[src/rtl/rtc_bcd_pkg.sv]
// Package: shared widths and bit positions of the packed clock register bytes.
// Assumes every packed byte is {tens, units} and that field values stay below 100.
package rtc_bcd_pkg;
    localparam int BYTE_W     = 8;   // width of one clock register byte
    localparam int PM_BIT     = 5;   // hour byte, 12-hour layout: afternoon flag
    localparam int CENT_BIT   = 7;   // month byte: year is 2000 or later
    localparam int N_PLAIN    = 3;   // fields with no extra flag: second, minute, day
    localparam int IDX_SEC    = 0;
    localparam int IDX_MIN    = 1;
    localparam int IDX_DAY    = 2;
endpackage

[src/rtl/rtc_bin2bcd.sv]
// Binary to two-digit packed BCD. Assumes input 0..99; the tens digit
// comes from a multiply-by-205 and shift-by-11 reciprocal, exact on that range.
module rtc_bin2bcd #(
    parameter int FW = 7
) (
    input  logic [FW-1:0] bin,
    output logic [7:0]    bcd
);
    localparam int PW = FW + 9;

    logic [3:0] tens;
    logic [3:0] units;

    // Split the value into tens and units digits.
    always_comb begin
        tens  = 4'((PW'(bin) * PW'(205)) >> 11);
        units = 4'(bin - FW'(tens) * FW'(10));
        bcd   = {tens, units};
    end
endmodule

[src/rtl/rtc_bcd2bin.sv]
// Packed BCD byte to binary. Assumes both digits are decimal (0..9).
module rtc_bcd2bin #(
    parameter int FW = 7
) (
    input  logic [7:0]    bcd,
    output logic [FW-1:0] bin
);
    // Weight the tens digit by ten and add the units digit.
    always_comb begin
        bin = FW'(bcd[7:4]) * FW'(10) + FW'(bcd[3:0]);
    end
endmodule

[src/rtl/rtc_hour_map.sv]
// Hour codec for both directions. In 12-hour layout it folds a 0..23 binary hour
// onto 1..12 with the afternoon flag and unfolds the byte back. In 24-hour
// layout it is plain BCD. Assumes binary hours 0..23 and decimal digits.
module rtc_hour_map
    import rtc_bcd_pkg::*;
#(
    parameter int FW = 7
) (
    input  logic              mode_12h,
    input  logic [FW-1:0]     bin_hour,
    input  logic [BYTE_W-1:0] hour_byte,
    output logic [BYTE_W-1:0] enc_byte,
    output logic [FW-1:0]     dec_hour
);
    logic [FW-1:0]     fold_hour;
    logic [FW-1:0]     enc_src;
    logic [BYTE_W-1:0] enc_bcd;
    logic              enc_pm;
    logic [BYTE_W-1:0] dec_src;
    logic [FW-1:0]     dec_raw;
    logic              dec_pm;

    // Fold the binary hour to 1..12 and note the afternoon half.
    always_comb begin
        enc_pm = (bin_hour >= FW'(12));
        if (bin_hour == '0)
            fold_hour = FW'(12);
        else if (bin_hour > FW'(12))
            fold_hour = bin_hour - FW'(12);
        else
            fold_hour = bin_hour;
        enc_src = mode_12h ? fold_hour : bin_hour;
    end

    rtc_bin2bcd #(.FW(FW)) u_enc (
        .bin (enc_src),
        .bcd (enc_bcd)
    );

    // Place the afternoon flag into the encoded byte in 12-hour layout.
    always_comb begin
        enc_byte = enc_bcd;
        if (mode_12h)
            enc_byte[PM_BIT] = enc_pm;
    end

    // Strip the afternoon flag before the digits are converted.
    always_comb begin
        dec_pm  = hour_byte[PM_BIT];
        dec_src = hour_byte;
        if (mode_12h)
            dec_src[PM_BIT] = 1'b0;
    end

    rtc_bcd2bin #(.FW(FW)) u_dec (
        .bcd (dec_src),
        .bin (dec_raw)
    );

    // Unfold 1..12 with the flag back onto 0..23.
    always_comb begin
        if (mode_12h)
            dec_hour = (dec_raw % FW'(12)) + (dec_pm ? FW'(12) : FW'(0));
        else
            dec_hour = dec_raw;
    end
endmodule

[src/rtl/rtc_bcd_conv.sv]
// Top: converts calendar fields between binary and clock register bytes in
// either direction and registers the result one cycle after in_valid.
// Assumes binary fields 0..99 (hour 0..23, month 1..12) and decimal digits.
module rtc_bcd_conv
    import rtc_bcd_pkg::*;
#(
    parameter int FW           = 7,
    parameter int YEAR_W       = 12,
    parameter int EPOCH        = 2000,
    parameter int CENTURY_BASE = 2000
) (
    input  logic              clk,
    input  logic              rst_n,
    input  logic              in_valid,
    input  logic              dir_decode,
    input  logic              mode_12h,
    input  logic [YEAR_W-1:0] bin_year,
    input  logic [FW-1:0]     bin_month,
    input  logic [FW-1:0]     bin_day,
    input  logic [FW-1:0]     bin_hour,
    input  logic [FW-1:0]     bin_min,
    input  logic [FW-1:0]     bin_sec,
    input  logic [7:0]        reg_year,
    input  logic [7:0]        reg_month,
    input  logic [7:0]        reg_day,
    input  logic [7:0]        reg_hour,
    input  logic [7:0]        reg_min,
    input  logic [7:0]        reg_sec,
    output logic              out_valid,
    output logic [7:0]        enc_year,
    output logic [7:0]        enc_month,
    output logic [7:0]        enc_day,
    output logic [7:0]        enc_hour,
    output logic [7:0]        enc_min,
    output logic [7:0]        enc_sec,
    output logic [YEAR_W-1:0] dec_year,
    output logic [FW-1:0]     dec_month,
    output logic [FW-1:0]     dec_day,
    output logic [FW-1:0]     dec_hour,
    output logic [FW-1:0]     dec_min,
    output logic [FW-1:0]     dec_sec
);
    logic [FW-1:0]     pl_bin  [N_PLAIN];
    logic [BYTE_W-1:0] pl_byte [N_PLAIN];
    logic [BYTE_W-1:0] pl_enc  [N_PLAIN];
    logic [FW-1:0]     pl_dec  [N_PLAIN];

    logic [FW-1:0]     yy_bin;
    logic              century;
    logic [BYTE_W-1:0] yy_enc;
    logic [FW-1:0]     yy_dec;
    logic [BYTE_W-1:0] mon_bcd;
    logic [BYTE_W-1:0] mon_enc;
    logic [BYTE_W-1:0] mon_src;
    logic [FW-1:0]     mon_dec;
    logic [BYTE_W-1:0] hr_enc;
    logic [FW-1:0]     hr_dec;
    logic              do_enc;
    logic              do_dec;

    assign pl_bin[IDX_SEC]  = bin_sec;
    assign pl_bin[IDX_MIN]  = bin_min;
    assign pl_bin[IDX_DAY]  = bin_day;
    assign pl_byte[IDX_SEC] = reg_sec;
    assign pl_byte[IDX_MIN] = reg_min;
    assign pl_byte[IDX_DAY] = reg_day;

    // One converter pair for each field that carries no flag.
    for (genvar gi = 0; gi < N_PLAIN; gi++) begin : g_plain
        rtc_bin2bcd #(.FW(FW)) u_enc (
            .bin (pl_bin[gi]),
            .bcd (pl_enc[gi])
        );
        rtc_bcd2bin #(.FW(FW)) u_dec (
            .bcd (pl_byte[gi]),
            .bin (pl_dec[gi])
        );
    end

    rtc_hour_map #(.FW(FW)) u_hour (
        .mode_12h  (mode_12h),
        .bin_hour  (bin_hour),
        .hour_byte (reg_hour),
        .enc_byte  (hr_enc),
        .dec_hour  (hr_dec)
    );

    // Reduce the full year to two digits and derive the century flag.
    always_comb begin
        yy_bin  = FW'(bin_year % YEAR_W'(100));
        century = (bin_year >= YEAR_W'(CENTURY_BASE));
    end

    rtc_bin2bcd #(.FW(FW)) u_yy_enc (
        .bin (yy_bin),
        .bcd (yy_enc)
    );
    rtc_bcd2bin #(.FW(FW)) u_yy_dec (
        .bcd (reg_year),
        .bin (yy_dec)
    );
    rtc_bin2bcd #(.FW(FW)) u_mon_enc (
        .bin (bin_month),
        .bcd (mon_bcd)
    );

    // Fold the century flag into the month byte; strip it before decoding.
    always_comb begin
        mon_enc           = mon_bcd;
        mon_enc[CENT_BIT] = century;
        mon_src           = reg_month;
        mon_src[CENT_BIT] = 1'b0;
    end

    rtc_bcd2bin #(.FW(FW)) u_mon_dec (
        .bcd (mon_src),
        .bin (mon_dec)
    );

    assign do_enc = in_valid && !dir_decode;
    assign do_dec = in_valid &&  dir_decode;

    // Output stage: each result set loads only for its own direction.
    always_ff @(posedge clk) begin
        if (!rst_n) begin
            out_valid <= 1'b0;
            enc_year  <= '0;
            enc_month <= '0;
            enc_day   <= '0;
            enc_hour  <= '0;
            enc_min   <= '0;
            enc_sec   <= '0;
            dec_year  <= '0;
            dec_month <= '0;
            dec_day   <= '0;
            dec_hour  <= '0;
            dec_min   <= '0;
            dec_sec   <= '0;
        end else begin
            out_valid <= in_valid;
            if (do_enc) begin
                enc_year  <= yy_enc;
                enc_month <= mon_enc;
                enc_day   <= pl_enc[IDX_DAY];
                enc_hour  <= hr_enc;
                enc_min   <= pl_enc[IDX_MIN];
                enc_sec   <= pl_enc[IDX_SEC];
            end
            if (do_dec) begin
                dec_year  <= YEAR_W'(EPOCH) + YEAR_W'(yy_dec);
                dec_month <= mon_dec;
                dec_day   <= pl_dec[IDX_DAY];
                dec_hour  <= hr_dec;
                dec_min   <= pl_dec[IDX_MIN];
                dec_sec   <= pl_dec[IDX_SEC];
            end
        end
    end

    AST_VALID_RISE: assert property (@(posedge clk) disable iff (!rst_n)
        in_valid |=> out_valid);
    AST_VALID_DROP: assert property (@(posedge clk) disable iff (!rst_n)
        !in_valid |=> !out_valid);
    AST_ENC_HOLD: assert property (@(posedge clk) disable iff (!rst_n)
        (!in_valid || dir_decode) |=> $stable({enc_year, enc_month, enc_day, enc_hour, enc_min, enc_sec}));
    AST_DEC_HOLD: assert property (@(posedge clk) disable iff (!rst_n)
        (!in_valid || !dir_decode) |=> $stable({dec_year, dec_month, dec_day, dec_hour, dec_min, dec_sec}));
    AST_CENTURY_FLAG: assert property (@(posedge clk) disable iff (!rst_n)
        (do_enc && bin_year >= YEAR_W'(CENTURY_BASE)) |=> enc_month[CENT_BIT]);
    AST_HOUR12_NONZERO: assert property (@(posedge clk) disable iff (!rst_n)
        (do_enc && mode_12h && bin_hour < FW'(24)) |=> (enc_hour[4:0] != 5'd0));
endmodule

[config.mk]
export PLATFORM = sky130hd
export DESIGN_NAME = rtc_bcd_conv
export DESIGN_NICKNAME = d
export VERILOG_FILES = /design/src/rtl/rtc_bcd_pkg.sv /design/src/rtl/rtc_bin2bcd.sv /design/src/rtl/rtc_bcd2bin.sv /design/src/rtl/rtc_hour_map.sv /design/src/rtl/rtc_bcd_conv.sv
export SDC_FILE = /design/constraint.sdc
export NUM_CORES = 1
export LEC_CHECK = 0
export ABC_AREA = 1
export BUFFER_PORTS_ARGS = -buffer_cell sky130_fd_sc_hd__buf_2
export CAP_MARGIN = 20
export CORE_ASPECT_RATIO = 1.2
export CORE_MARGIN = 5
export CORE_UTILIZATION = 35
export DETAILED_ROUTE_END_ITERATION = 10
export PLACE_DENSITY = 0.63
export SLEW_MARGIN = 20
export SYNTH_ARGS = -nofsm -noshare
export SYNTH_HDL_FRONTEND = slang
export SYNTH_SLANG_ARGS = --single-unit
[constraint.sdc]
create_clock -name clk -period 8.75 [get_ports clk]
set_clock_uncertainty 0.1 [all_clocks]
set_input_delay 1.75 -clock clk [delete_from_list [all_inputs] [get_ports clk]]
set_output_delay 1.75 -clock clk [all_outputs]
set_load 0.01 [all_outputs]
; ---- Word-level counts from Yosys, hierarchy flattened
; Index checks and enable logic that the tools add are counted.
[op_classes]
n_reduce_logical = 4
shift = 0
n_lt_le_gt_ge = 3
n_eq_ne = 0
muxes = 7
mul = 18
n_div = 2
n_addsub = 15
bitwise = 0
[op_table]
columns = cell, count
row1 = $mul A7 B8 Y15 const B, 6
row2 = $add A7 B4 Y7, 6
row3 = $mul A4 B3 Y6 const B, 5
row4 = $mux W7, 4
row5 = $mul A4 B3 Y3 const B, 6
row6 = $sub A4 B4 Y4, 6
row7 = $add A11 B7 Y12 const A, 1
row8 = $ge A12 B11 Y1 const B, 1
row9 = $mod A12 B7 Y12 const B, 1
row10 = $add A7 B7 Y7, 1
row11 = $ge A7 B4 Y1 const B, 1
row12 = $gt A7 B4 Y1 const B, 1
row13 = $logic_not A7 Y1, 1
row14 = $mod A7 B4 Y7 const B, 1
row15 = $sub A7 B4 Y7 const B, 1
row16 = $mul A3 B3 Y6 const B, 1
row17 = $mux W4, 1
row18 = $logic_and A1 B1 Y1, 2
row19 = $mux W1, 2
row20 = $logic_not A1 Y1, 1
[totals]
ram_bits = 0
latch_bits = 0
mem_count = 0
rom_bits = 0
ff_bits = 96
input_bits = 100

; ---- Logic depth before layout (Yosys ltp)
; Gate-level depths: netlist (run 1).
[depth]
word_depth = 7
mapped_depth = 57
depth_no_buf = 57

; ---- Cells and area by module
; From an unflattened synthesis (run 1), not the netlist that was laid out.
[unflattened]
hier_cells = 1714
hier_area_um2 = 12638.4
[modules_own_cells]
columns = module, n_inst, area_per_inst_um2, cells_per_inst, seq_area_each_um2
row1 = rtc_bcd_conv, 1, 4247.8, 588, 1881.8
row2 = rtc_bin2bcd (g_plain[0].u_enc ...), 2, 1052.3, 135, 0.0
row3 = rtc_bcd2bin, 6, 271.5, 40, 0.0
row4 = rtc_bin2bcd (g_plain[1].u_enc), 1, 1113.6, 144, 0.0
row5 = rtc_bin2bcd (u_yy_enc), 1, 1101.1, 150, 0.0
row6 = rtc_bin2bcd (u_hour.u_enc), 1, 1006.0, 119, 0.0
row7 = rtc_bin2bcd (u_mon_enc), 1, 1006.0, 120, 0.0
row8 = rtc_hour_map, 1, 430.4, 83, 0.0

; ---- Worst setup path before layout (run 1)
; Ideal clock, no wire load.
[synth_path]
path_kind = input port to flip-flop
start = input bin_year[7]
end = register enc_year[3]
cell_stages = 52
n_path_buf = 1
setup_slack_ps = 406
arrival_ps = 8133
path_cell_list = nor2_2 nand2_1 nand3_1 nand2_1 nand2_1 xor2_1 nand2_1 nand2_1 nor2_1 a21oi_4 nand2_4 nand2_1 nand2_2 nor2_2 nand2_2 nand2_2 nand2_1 nand4_2 [... 16 more ...] inv_1 a31oi_1 o21bai_1 inv_1 nand2_1 nand2_1 nand2_1 inv_1 ha_1 inv_1 fa_1 nand3b_1 nand2_2 nand3_1 nand2_1 nand3_2 nand2_1 nor2_1
[synth_via]
elab_chain_cells = 4
[synth_lines]
columns = element, line
row1 = start: declaration, rtc_bcd_conv.sv:17  ; input logic [YEAR_W-1:0] bin_year,
row2 = $mod A12 B7 Y12, rtc_bcd_conv.sv:90  ; yy_bin = FW'(bin_year % YEAR_W'(100));
row3 = $mul A7 B8 Y15, rtc_bin2bcd.sv:16  ; tens = 4'((PW'(bin) * PW'(205)) >> 11);
row4 = via u_yy_enc.bcd[4], rtc_bin2bcd.sv:7  ; output logic [7:0] bcd
row5 = $mul A4 B3 Y3, rtc_bin2bcd.sv:17  ; units = 4'(bin - FW'(tens) * FW'(10));
row6 = $sub A4 B4 Y4, rtc_bin2bcd.sv:17
row7 = end signal: assignment, rtc_bcd_conv.sv:142  ; enc_year <= yy_enc;
row8 = end: declaration, rtc_bcd_conv.sv:30  ; output logic [7:0] enc_year,
; The timed path passes the listed nets, and every way through them passes these cells.
; A chain may end at the register's enable or synchronous reset.

; ---- Worst setup path after layout (run 1)
; Ends and elaborated chain as after synthesis.

==> flow_summary.json, run 1 <==
{
  "status": "finished clean",
  "synth_fa_ha_area_frac": 0.3985,
  "grt_max_degree": 80,
  "fin_setup_tns_ns": 0,
  "whs_endpoint": "enc_hour[5]",
  "tightest_slew_ns": 0.8544,
  "fp.dieH_um": 204.3,
  "fin_crit_ns": 8.390,
  "timing.rr.start": "enc_min[6]",
  "root_buffer": "clkbuf_16",
  "fin_util": 0.4315,
  "worstSetupStartpointType": "input pin",
  "wl_um": 27260,
  "grt_pass1_vias": 9727,
  "rrSetupSlack_ns": 7.91,
  "setup-violations-final": 0,
  "avgSynthCellArea_sq_um": 8.071,
  "io_pins": 196,
  "r2r_cells": 4,
  "via_per_inst": 4.783,
  "nNetsFinal": 2013,
  "holdPathStages": 2,
  "core_area_sq_um": 31180,
  "worst_slack_ns": 0.3597,
  "drt_iter0_drc": 252,
  "period_share": 0.9589,
  "final_common_cell": "ha_1",
  "crit_fanout": 6,
  "htree_levels": 3,
  "place_ws_ns": -0.3557,
  "grt_overflow_total": 0,
  "gp_congestion": 0.8121,
  "synth_seq_cells": 94,
  "first_pass_iters": 4,
  "grt_usage": 0.1533,
  "grt_pass1_wl_um": 44750,
  "synth_compound_area_frac": 0.1189,
  "fmax_mhz": 119.2,
  "area_growth_syn_to_layout_pct": 22.22,
  "critPathRequiredTime_ns": 8.95,
  "critPathArrivalTime_ns": 8.59,
  "endpoint_kind": "flop",
  "hold_viol_final": 0,
  "muxShareOfSynthArea": 0,
  "max_stage_delay_ns": 0.56,
  "synth_top_family_by_area": "adder cells",
  "antenna-diode-count": 0,
  "dp_hpwl_um": 22180,
  "dieArea_sq_um": 35120,
  "synth_cell_types": 48,
  "route.detailed.drc": 0,
  "synth_xor_area_frac": 0.06183,
  "start_util": 0.3531,
  "min_path_type": "reg -> reg",
  "r2r-end": "enc_min[6]",
  "clkTransAtPathRegs_ns": 0.08,
  "critPathSlowestCell": "fa_2",
  "port_buffers": 194,
  "slew_viol_final": 0,
  "numCtsBuffers": 9,
  "relSlewSlack": 0.4304,
  "worstHoldStart": "enc_hour[5]",
  "clock_sinks": 94,
  "die_w_um": 171.9,
  "synthesis.area_sq_um": 11010,
  "cts.path.max_buffers": 2,
  "cts_tree": "built",
  "place_area_sq_um": 12800,
  "final_cell_mix": "ha_1 (233), inv_1 (232), buf_2 (194)",
  "cpMostUsedCell": "nand2_1",
  "final_layout_size_suffix_gt1_frac": 0.2334,
  "row_count": 71,
  "cts_hold_buf": 0,
  "ys_seq_area_frac": 0.1709,
  "final_antenna_net_count": 0,
  "synthSimpleGateAreaFrac": 0.1527,
  "wire_per_inst_um": 13.57,
  "ys_async_sr_fraction": 0,
  "synth-edff-count": 0,
  "vias": 9605,
  "antenna_found_initial": 0,
  "design_area_sq_um": 13460,
  "synthFlopType": "dfxtp_1",
  "crit_type": "in -> reg",
  "drv_cap": 0,
  "yosys_warnings": 0,
  "synth_nets": 1775,
  "clk_latency_ns": 0.36,
  "syn-instance-count": 1364
}
-- logic make-up (layout without fill, tap and decap cells) --
group | after synthesis | count (layout)
AO/OA/AOI/OAI | 235 | 235
AND/OR/NAND/NOR | 371 | 371
buffers and inverters | 277 | 520
XOR/XNOR | 76 | 76
adder cells (fa/ha/maj) | 311 | 311
flip-flops | 94 | 94
-- layout make-up --
type	count	area (sq um)
repair buffers	259	1459
fillers	3165	17730
well taps	401	501.7
clock buffers	10	239.0
flip-flops and latches	94	1882
inverters	245	933.4
clock inverters	6	45.04
multi-input cells	993	8396
-- how the worst max path moves through the flow --
stage	cells past startpoint	start	endpoint
after floorplan	52	bin_year[7]	enc_year[3]
after global placement	52	bin_year[7]	enc_year[3]
after detailed placement	53	bin_year[7]	enc_year[3]
after CTS	53	bin_year[7]	enc_year[3]
after global routing	57	bin_year[7]	enc_year[3]
final	53	bin_year[7]	enc_year[3]
-- routing by layer --
metal  routed length (um)  GRT usage  up-vias
met5                    0          0        -
met4                  356    0.03370        0
met3                 1284    0.02650       23
met2                14320     0.2975      171
met1                11300     0.1717     4476
li1                     -          -     4935
-- Yosys cell counts (4+ instances only) --
cell type / number / share of area
nor2_1: 130 / 0.044
inv_1: 237 / 0.081
nand2_1: 133 / 0.045
a21oi_1: 90 / 0.041
or2_2: 9 / 0.0051
nand3_2: 7 / 0.0064
nand4_2: 4 / 0.0045
o211ai_1: 10 / 0.0068
clkinv_1: 4 / 0.0014
a41oi_1: 5 / 0.0040
fa_1: 66 / 0.12
buf_4: 4 / 0.0027
nand3_1: 42 / 0.019
ha_1: 245 / 0.28
o21ai_0: 101 / 0.046
xor2_1: 47 / 0.037
dfxtp_1: 94 / 0.17
o221ai_1: 5 / 0.0040
nor2_2: 4 / 0.0023
clkbuf_1: 26 / 0.0089
a21o_1: 6 / 0.0041
nand4_1: 7 / 0.0040
a31oi_1: 6 / 0.0034
nor3b_1: 4 / 0.0027
nand2_2: 20 / 0.011
xnor2_1: 27 / 0.021
-- state kept, by name, summed over array words and instances (netlist names), 8 cells and up --
| signal | cells |
|---|---|
| dec_year | 10 |
| enc_day | 8 |
| enc_hour | 8 |
| enc_min | 8 |
| enc_month | 8 |
| enc_sec | 8 |
| enc_year | 8 |
-- metrics by stage --
step	hold slack, ns	std cells
floorplan	0.3900	1364
global placement	0.3601	1987
detailed placement	0.3619	1987
CTS	0.3735	2003
global route	0.3972	2008
finish	0.3670	2008
-- worst max-delay path: cells and delay by family --
family / cells / cell delay (ns)
AO/OA/AOI/OAI: 5 / 0.92
XOR/XNOR: 1 / 0.15
adder cells (fa/ha/maj): 7 / 2.18
buffers and inverters: 12 / 1.05
AND/OR/NAND/NOR: 28 / 2.54
-- timing repair --
item	in CTS	in global routing
setup buffers	0	5
resized for setup	0	57
setup endpoints to repair	0	2
Power of run 1 is not shown: default switching activity piles up to over one toggle a cycle in this logic, so the estimate is an artifact.
==> inputs of run 2 (changes only) <==
--- a/config.mk
+++ b/config.mk
@@ -12,7 +12,7 @@
 export CORE_MARGIN = 5
 export CORE_UTILIZATION = 35
 export DETAILED_ROUTE_END_ITERATION = 10
-export PLACE_DENSITY = 0.63
+export PLACE_DENSITY = 0.6
 export SLEW_MARGIN = 20
 export SYNTH_ARGS = -nofsm -noshare
 export SYNTH_HDL_FRONTEND = slang
==> run 2 against run 1 <==
Hold slack worse by 0.0028 ns. First-iteration DRC count fell by 3.2%. Worst setup slack improved by 0.077 ns. Wire length fell by 2.1%. Critical path type unchanged. Highest routed layer is now met5.
==> flow_summary.json, run 2 (synthesis results as in run 1) <==
{
  "tightest_slew_ns": 0.8335,
  "io_pins": 196,
  "use_met1": 0.1760,
  "place_area_sq_um": 12790,
  "fmax_mhz": 120.3,
  "top_register": "dec_year",
  "antenna_found_initial": 1,
  "largest_reg_flops": 10,
  "final_cell_mix": "ha_1 (237), inv_1 (234), buf_2 (193)",
  "htree_levels": 3,
  "clk_latency_ns": 0.35,
  "busiest_layer": "met2",
  "root_buffer": "clkbuf_16",
  "drt_iter0_drc": 244,
  "final_antenna_net_count": 0,
  "nNetsFinal": 2011,
  "r2r_cells": 4,
  "grt_max_degree": 81,
  "area_growth_syn_to_layout_pct": 22.53,
  "cts_hold_buf": 0,
  "whs_endpoint": "enc_hour[5]",
  "cpMostUsedCell": "nand2_1",
  "rrSetupSlack_ns": 7.88,
  "clkTransAtPathRegs_ns": 0.08,
  "critPathArrivalTime_ns": 8.51,
  "endpoint_kind": "flop",
  "port_buffers": 194,
  "grt_pass1_wl_um": 44260,
  "hold_viol_final": 0,
  "grt_use_met3": 0.02747,
  "r2r-end": "dec_sec[4]",
  "fin_crit_ns": 8.313,
  "vias": 9532,
  "cts.path.max_buffers": 2,
  "setup-violations-final": 0,
  "worst_slack_ns": 0.4368,
  "hold_ws_ns": 0.3642,
  "use_met2": 0.2881,
  "drv_cap": 0,
  "period_share": 0.9501,
  "wire_per_inst_um": 13.30,
  "crit_fanout": 6,
  "antenna-diode-count": 0,
  "worstHoldStart": "enc_hour[5]",
  "grt_usage": 0.1522,
  "max_stage_delay_ns": 0.43,
  "route.detailed.drc": 0,
  "dp_hpwl_um": 21940,
  "worstSetupStartpointType": "input pin",
  "numCtsBuffers": 9,
  "place_ws_ns": -0.3168,
  "via_per_inst": 4.752,
  "min_path_type": "reg -> reg",
  "first_pass_iters": 4,
  "relSlewSlack": 0.4443,
  "crit_type": "in -> reg",
  "critPathRequiredTime_ns": 8.95,
  "critPathSlowestCell": "fa_1",
  "cts_tree": "built",
  "final_common_cell": "ha_1",
  "timing.rr.start": "dec_sec[4]",
  "final_layout_size_suffix_gt1_frac": 0.2287,
  "grt_overflow_total": 0,
  "status": "finished clean",
  "grt_pass1_vias": 9570,
  "fp.dieH_um": 204.3,
  "holdPathStages": 2,
  "clock_sinks": 94,
  "start_util": 0.3531,
  "design_area_sq_um": 13490,
  "gp_congestion": 0.8569,
  "dieArea_sq_um": 35120,
  "die_w_um": 171.9,
  "wl_um": 26670,
  "core_area_sq_um": 31180,
  "slew_viol_final": 0,
  "row_count": 71
}
run 2: changes by cell type in the layout (fill, tap and decap cells not counted), moves of 3 or more:
cell,delta
buf_4,-5
ha_4,-5
buf_6,+3
ha_1,+4
run 2: critical path, delay by kind of cell:
kind / cells / cell delay (ns)
AO/OA/AOI/OAI: 3 / 0.59
XOR/XNOR: 1 / 0.16
adder cells (fa/ha/maj): 7 / 2.14
buffers and inverters: 12 / 1.01
AND/OR/NAND/NOR: 31 / 2.85
run 2: final cells by class:
type | instances | area, sq um
Tap cell | 401 | 501.7
Timing Repair Buffer | 257 | 1458
Clock inverter | 6 | 100.1
Sequential cell | 94 | 1882
Fill cell | 3123 | 17690
Multi-Input combinational cell | 993 | 8386
Clock buffer | 10 | 229.0
Inverter | 245 | 933.4
run 2: repair_timing:
action,in CTS,in global routing
endpoints found under the setup margin,0,2
resized for setup,0,64
setup buffers,0,4
run 2: stage by stage:
step	utilization	cells	TNS [ns]
3_3_place_gp	0.4103	1986	-0.2151
5_1_grt	0.4326	2006	-0.06091
2_1_floorplan	-	1364	0
6_report	0.4326	2006	0
4_1_cts	0.4209	2002	0
3_5_place_dp	0.4103	1986	-0.3168
run 2: how the worst max path moves through the flow:
stage                            start          end  slack, ns  cells after the start
after global placement     bin_year[7]  enc_year[3]      -0.22                     52
after global routing       bin_year[8]  enc_year[3]      -0.06                     56
final                     bin_year[11]  enc_year[3]       0.44                     54
after CTS                  bin_year[7]  enc_year[3]       0.03                     53
after detailed placement   bin_year[7]  enc_year[3]      -0.32                     53
after floorplan            bin_year[7]  enc_year[3]       0.41                     52
run 2: routing by layer:
layer  vias to the layer above  part of all wire
li1                       4930                 -
met1                      4420              0.42
met2                       152              0.52
met3                        28             0.050
met4                         2             0.016
met5                         -           0.00049
Power of run 2 is left out for the same reason.
==> inputs of run 3 (changes only) <==
--- a/config.mk
+++ b/config.mk
@@ -11,6 +11,7 @@
 export CORE_ASPECT_RATIO = 1.2
 export CORE_MARGIN = 5
 export CORE_UTILIZATION = 35
+export CTS_BUF_LIST = sky130_fd_sc_hd__clkbuf_2 sky130_fd_sc_hd__clkbuf_4 sky130_fd_sc_hd__clkbuf_8
 export DETAILED_ROUTE_END_ITERATION = 10
 export PLACE_DENSITY = 0.6
 export SLEW_MARGIN = 20
==> constraint.sdc (replaced) <==
create_clock -name clk -period 6.8 [get_ports clk]
set_clock_uncertainty 0.1 [all_clocks]
set_input_delay 1.36 -clock clk [delete_from_list [all_inputs] [get_ports clk]]
set_output_delay 1.36 -clock clk [all_outputs]
set_load 0.01 [all_outputs]
==> run 3 against run 2 <==
The run now ends with setup timing left. Non-clock buffer count is 32 higher. Count of clock-buffer cells in the layout stayed put. Hold slack better by 0.0056 ns. Wire length is 1.8% higher. Flip-flop and latch count stayed put.
==> flow_summary.json, run 3 (synthesis results as in run 1) <==
{
  "crit_fanout": 6,
  "nNetsFinal": 2043,
  "dp_hpwl_um": 22590,
  "root_buffer": "clkbuf_8",
  "grt_overflow_total": 0,
  "cts_tree": "built",
  "clkTransAtPathRegs_ns": 0.10,
  "endpoint_kind": "flop",
  "place_ws_ns": -1.404,
  "tightest_slew_ns": 0.9445,
  "final_layout_size_suffix_gt1_frac": 0.2779,
  "worst_slack_ns": -0.8927,
  "grt_usage": 0.1542,
  "core_area_sq_um": 31180,
  "clk_latency_ns": 0.38,
  "fmax_mhz": 130.0,
  "design_area_sq_um": 13900,
  "fillCellCount": 3069,
  "critPathSlowestCell": "fa_1",
  "worstSetupStartpointType": "input pin",
  "first_pass_iters": 4,
  "final_antenna_net_count": 0,
  "vias": 9661,
  "numCtsBuffers": 9,
  "drv_cap": 0,
  "antenna_found_initial": 2,
  "largest_reg_flops": 10,
  "slew_viol_final": 0,
  "io_pins": 196,
  "final_cell_mix": "ha_1 (233), inv_1 (223), buf_2 (190)",
  "wire_per_inst_um": 13.31,
  "fp.dieH_um": 204.3,
  "crit_type": "in -> reg",
  "hold_viol_final": 0,
  "status": "finished with violations",
  "grt_max_degree": 81,
  "fin_crit_ns": 7.693,
  "violations": "setup timing",
  "start_util": 0.3531,
  "area_growth_syn_to_layout_pct": 26.30,
  "wl_um": 27160,
  "critPathRequiredTime_ns": 7.02,
  "die_w_um": 171.9,
  "relSlewSlack": 0.3688,
  "grt_pass1_wl_um": 44880,
  "period_share": 1.131,
  "gp_congestion": 0.8720,
  "dieArea_sq_um": 35120,
  "critPathArrivalTime_ns": 7.92,
  "drt_iter0_drc": 311,
  "clock_sinks": 94,
  "setup-violations-final": 7,
  "top_register": "dec_year",
  "route.detailed.drc": 0,
  "cpMostUsedCell": "nand2_4",
  "row_count": 71,
  "max_stage_delay_ns": 0.58,
  "hold_ws_ns": 0.3698,
  "place_area_sq_um": 13100,
  "via_per_inst": 4.736,
  "min_path_type": "reg -> reg",
  "cts.path.max_buffers": 2,
  "grt_pass1_vias": 9798,
  "port_buffers": 194,
  "rsz0062_at_grt": "yes",
  "htree_levels": 3,
  "final_common_cell": "ha_1"
}
[run 3: cell count changes in the layout (fill, tap and decap cells not counted), sizes merged]
cell,previous run,this run
clkbuf,11,10
diode,0,2
inv,244,241
clkinv,4,7
buf,256,289
[run 3: worst paths after layout]
path	start	to	slack, ns	cells past startpoint
max	bin_year[7]	enc_year[3]	-0.89	52
min	dec_hour[4]	dec_hour[4]	0.37	2
max reg2reg	enc_year[1]	enc_year[1]	5.97	2
min reg2reg	dec_hour[4]	dec_hour[4]	0.37	2
[run 3: cell type report]
type / instances / area (sq um) / share of cell area
antenna: 2 / 5.005 / 0.0003599
clock buffer: 10 / 131.4 / 0.009448
clock inverter: 6 / 83.83 / 0.006029
inverter: 245 / 934.6 / 0.06722
multi-input combinational: 993 / 8641 / 0.6214
sequential: 94 / 1882 / 0.1353
tap: 401 / 501.7 / 0.03608
timing repair buffer: 289 / 1725 / 0.1241
[run 3: metrics by stage]
stage | utilization | cells | setup TNS (ns)
floorplan | - | 1364 | -1.815
global placement | 0.4200 | 2004 | -4.900
detailed placement | 0.4200 | 2004 | -5.708
CTS | 0.4395 | 2033 | -1.530
global route | 0.4459 | 2040 | -4.961
finish | 0.4459 | 2040 | -2.423
[run 3: worst max-delay path, delay by kind of cell]
| kind | cells | cell delay (ns) |
|---|---|---|
| AOI/OAI and AO/OA | 5 | 0.80 |
| buffers and inverters | 7 | 0.42 |
| and+or+nand+nor | 32 | 3.17 |
| xor gates and xnor gates | 1 | 0.20 |
| adders and majority gates | 7 | 1.93 |
[run 3: metal layers]
metal | part of all wire | global-route usage | up-vias | wire length, um
met5 | 0 | 0 | - | 0
met4 | 0.026 | 0.04605 | 0 | 697
met3 | 0.058 | 0.02921 | 36 | 1563
met2 | 0.51 | 0.2895 | 183 | 13820
met1 | 0.41 | 0.1744 | 4443 | 11080
li1 | - | - | 4999 | -
[run 3: timing repair]
item | in CTS | in global routing
buffers inserted | 13 | 5
endpoints found under the setup margin | 7 | 7
gates resized for setup | 57 | 42
hold buffers | 0 | 0
pin swaps | 48 | 46
Power of run 3 is left out for the same reason.
